File: config.mk
export PLATFORM = sky130hd
export DESIGN_NAME = opmode_ctrl
export DESIGN_NICKNAME = d
export VERILOG_FILES = /design/src/rtl/opmode_pkg.sv /design/src/rtl/opmode_regs.sv /design/src/rtl/opmode_fsm.sv /design/src/rtl/opmode_outs.sv /design/src/rtl/opmode_ctrl.sv
export SDC_FILE = /design/constraint.sdc
export NUM_CORES = 1
export LEC_CHECK = 0
export BUFFER_PORTS_ARGS = -buffer_cell sky130_fd_sc_hd__buf_2
export CORE_MARGIN = 8
export CORE_UTILIZATION = 46
export DETAILED_ROUTE_END_ITERATION = 10
export PLACE_DENSITY = 0.94
export SLEW_MARGIN = 20
export SYNTH_ARGS = -nofsm -noshare
export SYNTH_HDL_FRONTEND = slang
export SYNTH_SLANG_ARGS = --single-unit
File: constraint.sdc
create_clock -name clk -period 4.8 [get_ports clk]
set_clock_uncertainty 0.2 [all_clocks]
set_input_delay 0.24 -clock clk [delete_from_list [all_inputs] [get_ports clk]]
set_output_delay 0.24 -clock clk [all_outputs]
set_load 0.05 [all_outputs]
File: src/rtl/opmode_pkg.sv
package opmode_pkg;

  localparam int MODE_W = 4;

  localparam logic [MODE_W-1:0] MD_TEST = 4'b0001;
  localparam logic [MODE_W-1:0] MD_SAFE = 4'b0010;
  localparam logic [MODE_W-1:0] MD_DRUN = 4'b0011;
  localparam logic [MODE_W-1:0] MD_RUN0 = 4'b0100;
  localparam logic [MODE_W-1:0] MD_HALT = 4'b1000;
  localparam logic [MODE_W-1:0] MD_STOP = 4'b1010;

  localparam logic [MODE_W-1:0] CLK_OFF_CODE = 4'b1111;

  localparam int REG_CTL   = 0;
  localparam int REG_FLAG  = 1;
  localparam int REG_SAFE  = 2;
  localparam int REG_TEST  = 3;

  function automatic logic is_run(input logic [MODE_W-1:0] m);
    return m[3:2] == 2'b01;
  endfunction

  function automatic logic is_lowpow(input logic [MODE_W-1:0] m);
    return (m == MD_HALT) || (m == MD_STOP);
  endfunction

  // Legal-transition table, indexed by target then by present mode.
  function automatic logic target_ok(input logic [MODE_W-1:0] cur,
                                     input logic [MODE_W-1:0] tgt);
    logic ok;
    case (tgt)
      MD_TEST:                    ok = (cur == MD_DRUN);
      MD_SAFE:                    ok = (cur == MD_DRUN) || (cur == MD_TEST) || is_run(cur);
      MD_DRUN:                    ok = (cur == MD_SAFE) || (cur == MD_TEST) || is_run(cur);
      4'b0100, 4'b0101,
      4'b0110, 4'b0111:           ok = (cur == MD_DRUN) || (cur == MD_SAFE) || is_run(cur);
      MD_HALT, MD_STOP:           ok = is_run(cur);
      default:                    ok = 1'b0;
    endcase
    return ok;
  endfunction

endpackage

File: src/rtl/opmode_regs.sv
module opmode_regs
  import opmode_pkg::*;
#(
  parameter int ADDR_W = 4,
  parameter int DATA_W = 32
) (
  input  logic              clk,
  input  logic              rst,
  input  logic [ADDR_W-1:0] bus_addr,
  input  logic              bus_wr,
  input  logic [DATA_W-1:0] bus_wdata,
  input  logic              bus_rd,
  output logic [DATA_W-1:0] bus_rdata,
  input  logic [MODE_W-1:0] cur_mode,
  input  logic              reject,
  output logic              req_valid,
  output logic [MODE_W-1:0] req_tgt,
  output logic              safe_float,
  output logic [MODE_W-1:0] test_clk,
  output logic              illegal_flag
);

  logic sel_ctl, sel_flag, sel_safe, sel_test;
  logic [DATA_W-1:0] rd_mux;
  logic unused_wdata;

  assign sel_ctl  = (bus_addr == ADDR_W'(REG_CTL));
  assign sel_flag = (bus_addr == ADDR_W'(REG_FLAG));
  assign sel_safe = (bus_addr == ADDR_W'(REG_SAFE));
  assign sel_test = (bus_addr == ADDR_W'(REG_TEST));

  assign req_valid = bus_wr && sel_ctl;
  assign req_tgt   = bus_wdata[MODE_W-1:0];
  assign unused_wdata = ^bus_wdata[DATA_W-1:MODE_W];

  always_ff @(posedge clk) begin
    if (rst) begin
      safe_float <= 1'b0;
      test_clk   <= '0;
    end else if (bus_wr) begin
      if (sel_safe) safe_float <= bus_wdata[0];
      if (sel_test) test_clk   <= bus_wdata[MODE_W-1:0];
    end
  end

  always_ff @(posedge clk) begin
    if (rst)
      illegal_flag <= 1'b0;
    else if (reject)
      illegal_flag <= 1'b1;
    else if (bus_wr && sel_flag && bus_wdata[0])
      illegal_flag <= 1'b0;
  end

  always_comb begin
    rd_mux = '0;
    if (sel_ctl)  rd_mux[MODE_W-1:0] = cur_mode;
    if (sel_flag) rd_mux[0]          = illegal_flag;
    if (sel_safe) rd_mux[0]          = safe_float;
    if (sel_test) rd_mux[MODE_W-1:0] = test_clk;
  end

  always_ff @(posedge clk) begin
    if (rst)
      bus_rdata <= '0;
    else if (bus_rd)
      bus_rdata <= rd_mux;
  end

endmodule

File: src/rtl/opmode_fsm.sv
module opmode_fsm
  import opmode_pkg::*;
(
  input  logic              clk,
  input  logic              rst,
  input  logic              req_valid,
  input  logic [MODE_W-1:0] req_tgt,
  input  logic              irq_pend,
  input  logic              wake_evt,
  input  logic              clk_off,
  output logic [MODE_W-1:0] cur_mode,
  output logic              reject
);

  logic [MODE_W-1:0] saved_run;
  logic [MODE_W-1:0] mode_nxt;
  logic frozen, legal, accept, lp_req, lp_abort, lp_enter, wake_now;

  assign frozen   = (cur_mode == MD_TEST) && clk_off;
  assign legal    = target_ok(cur_mode, req_tgt) && !frozen;
  assign accept   = req_valid && legal;
  assign reject   = req_valid && !legal;
  assign lp_req   = accept && is_lowpow(req_tgt);
  assign lp_abort = lp_req && irq_pend;
  assign lp_enter = lp_req && !irq_pend;
  assign wake_now = ((cur_mode == MD_HALT) && irq_pend) ||
                    ((cur_mode == MD_STOP) && (irq_pend || wake_evt));

  always_comb begin
    mode_nxt = cur_mode;
    if (wake_now)
      mode_nxt = saved_run;
    else if (accept && !lp_abort)
      mode_nxt = req_tgt;
  end

  always_ff @(posedge clk) begin
    if (rst) begin
      cur_mode  <= MD_DRUN;
      saved_run <= MD_RUN0;
    end else begin
      cur_mode <= mode_nxt;
      if (lp_enter) saved_run <= cur_mode;
    end
  end

endmodule

File: src/rtl/opmode_outs.sv
module opmode_outs
  import opmode_pkg::*;
(
  input  logic              clk,
  input  logic              rst,
  input  logic [MODE_W-1:0] cur_mode,
  input  logic              safe_float,
  input  logic              clk_off,
  output logic              pad_hiz,
  output logic              sysclk_stop
);

  always_ff @(posedge clk) begin
    if (rst) begin
      pad_hiz     <= 1'b0;
      sysclk_stop <= 1'b0;
    end else begin
      pad_hiz     <= (cur_mode == MD_SAFE) && safe_float;
      sysclk_stop <= (cur_mode == MD_TEST) && clk_off;
    end
  end

endmodule

File: src/rtl/opmode_ctrl.sv
module opmode_ctrl
  import opmode_pkg::*;
#(
  parameter int ADDR_W = 4,
  parameter int DATA_W = 32
) (
  input  logic              clk,
  input  logic              rst,
  input  logic [ADDR_W-1:0] bus_addr,
  input  logic              bus_wr,
  input  logic [DATA_W-1:0] bus_wdata,
  input  logic              bus_rd,
  output logic [DATA_W-1:0] bus_rdata,
  input  logic              irq_pend,
  input  logic              wake_evt,
  output logic [3:0]        cur_mode,
  output logic              illegal_flag,
  output logic              pad_hiz,
  output logic              sysclk_stop
);

  logic              req_valid;
  logic [MODE_W-1:0] req_tgt;
  logic              reject;
  logic              safe_float;
  logic [MODE_W-1:0] test_clk;
  logic              clk_off;

  assign clk_off = (test_clk == CLK_OFF_CODE);

  opmode_regs #(.ADDR_W(ADDR_W), .DATA_W(DATA_W)) u_regs (
    .clk          (clk),
    .rst          (rst),
    .bus_addr     (bus_addr),
    .bus_wr       (bus_wr),
    .bus_wdata    (bus_wdata),
    .bus_rd       (bus_rd),
    .bus_rdata    (bus_rdata),
    .cur_mode     (cur_mode),
    .reject       (reject),
    .req_valid    (req_valid),
    .req_tgt      (req_tgt),
    .safe_float   (safe_float),
    .test_clk     (test_clk),
    .illegal_flag (illegal_flag)
  );

  opmode_fsm u_fsm (
    .clk       (clk),
    .rst       (rst),
    .req_valid (req_valid),
    .req_tgt   (req_tgt),
    .irq_pend  (irq_pend),
    .wake_evt  (wake_evt),
    .clk_off   (clk_off),
    .cur_mode  (cur_mode),
    .reject    (reject)
  );

  opmode_outs u_outs (
    .clk         (clk),
    .rst         (rst),
    .cur_mode    (cur_mode),
    .safe_float  (safe_float),
    .clk_off     (clk_off),
    .pad_hiz     (pad_hiz),
    .sysclk_stop (sysclk_stop)
  );

endmodule

==> flow_summary_export.csv <==
group,metric,value,unit
critical_path,critical_path.endpoint_type,"register",
clocking,insertion_delay,300,ps
layout,num-nets-final,211,
clocking,clockRootBuffer,"clkbuf_4",
critical_path,worst-setup-path-type,"reg2reg",
critical_path,cp_slowest_cell,"dfxtp_1",
critical_path,cp_top_family,"compound AO/OA/AOI/OAI gates",
floorplan,die_w,68.9,µm
grt,grtUsageTotal,0.118,
detailed_routing,vias,1059,
yosys,yosys.area_share.simple,0.230,
floorplan,ios,81,
detailed_routing,vias_per_cell,5.35,
floorplan,core,2710,µm²
clocking,hold_buffers,0,
floorplan,core.rowCount,19,
layout,final_cell_mix,"conb_1 (28), buf_2 (24), dfxtp_1 (20)",
sta,finalCritPeriodShare,0.471,
grt,grt_pass1_wl,4.35,mm
yosys,synth-xor-area-share,0.00681,
sta,slew-limit-headroom,0.589,
place,numPortBuffers,24,
pwr,power.total,0.332,mW
sta,tightest_slew,615,ps
detailed_routing,drc,0,
grt,grt_antenna_before_repair,0,
critical_path,cp-startpoint,"u_fsm.cur_mode[1]",
yosys,ys_ff_latch,20,
yosys,postSynthAreaPerCell,8.93,µm²
floorplan,dieArea,4740,µm²
floorplan,start_util,0.475,
sta,fin_crit,2260,ps
grt,grt_max_degree,25,
clocking,cts_buffer_depth,2,
critical_path,path_buf_inv,0,
layout,drive_above_1_share,0.228,
pwr,leakage,0.556,nW
sta,fin_tns_setup,0,ps
yosys,synth.distinct_cells,43,
clocking,cts_made_buffers,3,
critical_path,r2r-start,"u_fsm.cur_mode[1]",
clocking,cts_sinks,20,
grt,grt_pass1_vias,989,
clocking,ctsResizeCount,0,
layout,multi_input_area,747,µm²
hold_path,worstHoldStart,"bus_rd",
run_status,status,"finished, final reports clean",
critical_path,cpPeakStageDelay,510,ps
yosys,synth_top_family_by_area,"simple AND/OR/NAND/NOR gates",
clocking,post_cts_buffers,0,
yosys,mappedNetlistArea,1290,µm²
clocking,h-tree-depth,1,
layout,mostFrequentLayoutCell,"conb_1",
sta,rsz0062_at_grt,"false",
hold_path,worstHoldPathType,"in2reg",
pwr,vdd_drop_max,0.181,mV
yosys,seq_area_frac_synth,0.311,
pwr,power_density,248,nW/µm²
grt,overflow,0,
layout,seqCellArea,400,µm²
critical_path,r2r_setup_slack,2540,ps
detailed_routing,drtPass1Iterations,4,
yosys,syn_inst,144,
layout,nFillCells,283,
critical_path,path_cells,"nor2b_1 -> a2111oi_2 -> o211ai_1 -> a211oi_2 -> mux2i_1",
clocking,cts_tree,"built",
place,gp_congestion,0.893,
yosys,synth_compound_area_frac,0.191,
floorplan,die_h,68.9,µm
yosys,synthAdderAreaFrac,0,
detailed_routing,ant_nets,0,
critical_path,crit_arrival,2300,ps
layout,n_antenna_cell,0,
place,dp.final_hpwl,2.25,mm
sta,clock.fmax,442,MHz
critical_path,start_kind,"register",
clocking,clk_pin_slew,100,ps
yosys,synthMuxAreaShare,0.0720,
sta,hold_viol,0,
detailed_routing,routed_wl,2.87,mm
critical_path,worstPathRequired,4840,ps
detailed_routing,first_iter_violations,33,
sta,final-setup-viol-count,0,
yosys,yosys_warnings,0,
sta,finalMaxSlewViolations,0,
layout,area_growth,4.18,%
critical_path,cp_max_fo,9,
job,cap_violations,0,
detailed_routing,wire_per_inst,14.5,µm
-- final timing paths --
check,end,cells past startpoint
worst max-delay path,u_fsm.saved_run[1],5
worst min-delay path,u_regs.bus_rdata[1],3
worst max register to register,u_fsm.saved_run[1],5
worst min register to register,u_fsm.saved_run[3],2
-- per-layer routing --
metal | up-vias | part of all wire | GRT usage
met4 | 0 | 0.013 | 0.0551
met5 | - | 0 | 0
met3 | 4 | 0.081 | 0.0339
li1 | 509 | - | -
met2 | 40 | 0.50 | 0.206
met1 | 506 | 0.41 | 0.128
-- area by class of cell --
type,instances,area share
Inverter,3,0.00840
Clock buffer,3,0.0168
Tap cell,31,0.0289
Sequential cell,20,0.299
Multi-Input combinational cell,117,0.557
Timing Repair Buffer,24,0.0896
-- power breakdown --
part	leakage, nW	internal (mW)	switching (mW)
combinational	0.381	0.0134	0.0711
sequential	0.161	0.167	0.00131
clock	0.0138	0.0294	0.0496
total	0.556	0.210	0.122
-- worst min-delay path, stage by stage --
cell     delay [ps]
buf_2           140
nand3_1          70
a21oi_1          50
-- logic make-up (layout without fill, tap and decap cells) --
| family | Yosys count | count (layout) |
|---|---|---|
| AOI/OAI and AO/OA | 31 | 31 |
| xor gates and xnor gates | 1 | 1 |
| buffers and inverters | 34 | 30 |
| DFF | 20 | 20 |
| muxes | 8 | 8 |
| other | 1 | 28 |
| and+or+nand+nor | 49 | 49 |
-- synth_stat cells --
library cell,number,area share
nand3_1,5,0.019
o21ai_0,3,0.012
inv_1,3,0.0088
a31oi_1,1,0.0049
or3_1,3,0.015
a32o_1,1,0.0078
mux2i_1,7,0.054
a22o_1,2,0.014
xor2_1,1,0.0068
nor4_1,2,0.0097
clkbuf_1,2,0.0058
o221ai_2,1,0.012
o21ba_2,1,0.0078
conb_1,1,0.0029
or2b_1,5,0.029
a21oi_1,8,0.031
buf_6,1,0.0088
nor2b_1,2,0.0097
and2_1,2,0.0097
o211a_1,1,0.0078
nand2b_1,6,0.029
nand3b_1,2,0.012
o21bai_1,2,0.012
dfxtp_1,20,0.31
a2111oi_2,1,0.012
o21a_1,1,0.0058
a22o_2,1,0.0078
nor4b_2,1,0.012
a211oi_2,1,0.0097
nand2_2,1,0.0049
nand2_1,4,0.012
or3b_4,1,0.0088
and4_4,1,0.0088
a21oi_4,1,0.013
o211ai_1,3,0.018
mux4_2,1,0.018
o31ai_1,2,0.012
nor3_1,3,0.012
a211oi_1,1,0.0058
nor2_1,8,0.023
buf_4,28,0.16
nor3b_1,1,0.0058
and3_1,2,0.0097
-- registers in the layout, summed over array words and instances (netlist names) --
signal               flops
u_fsm.cur_mode           4
u_fsm.saved_run          4
u_outs.pad_hiz           1
u_outs.sysclk_stop       1
u_regs.bus_rdata         4
u_regs.illegal_flag      1
u_regs.safe_float        1
u_regs.test_clk          4
-- per-stage QoR --
| stage | instance area (µm²) | hold slack [ps] | setup slack (ps) | utilization | std cells |
|---|---|---|---|---|---|
| after floorplan | 1390 | 187 | 2560 | - | 171 |
| after global placement | 1320 | 230 | 2670 | 0.486 | 195 |
| after detailed placement | 1320 | 239 | 2600 | 0.486 | 195 |
| after CTS | 1340 | 25.9 | 2570 | 0.494 | 198 |
| after global routing | 1340 | 35.9 | 2450 | 0.494 | 198 |
| final | 1340 | 29.4 | 2540 | 0.494 | 198 |
(Power assumes the default switching activity.)
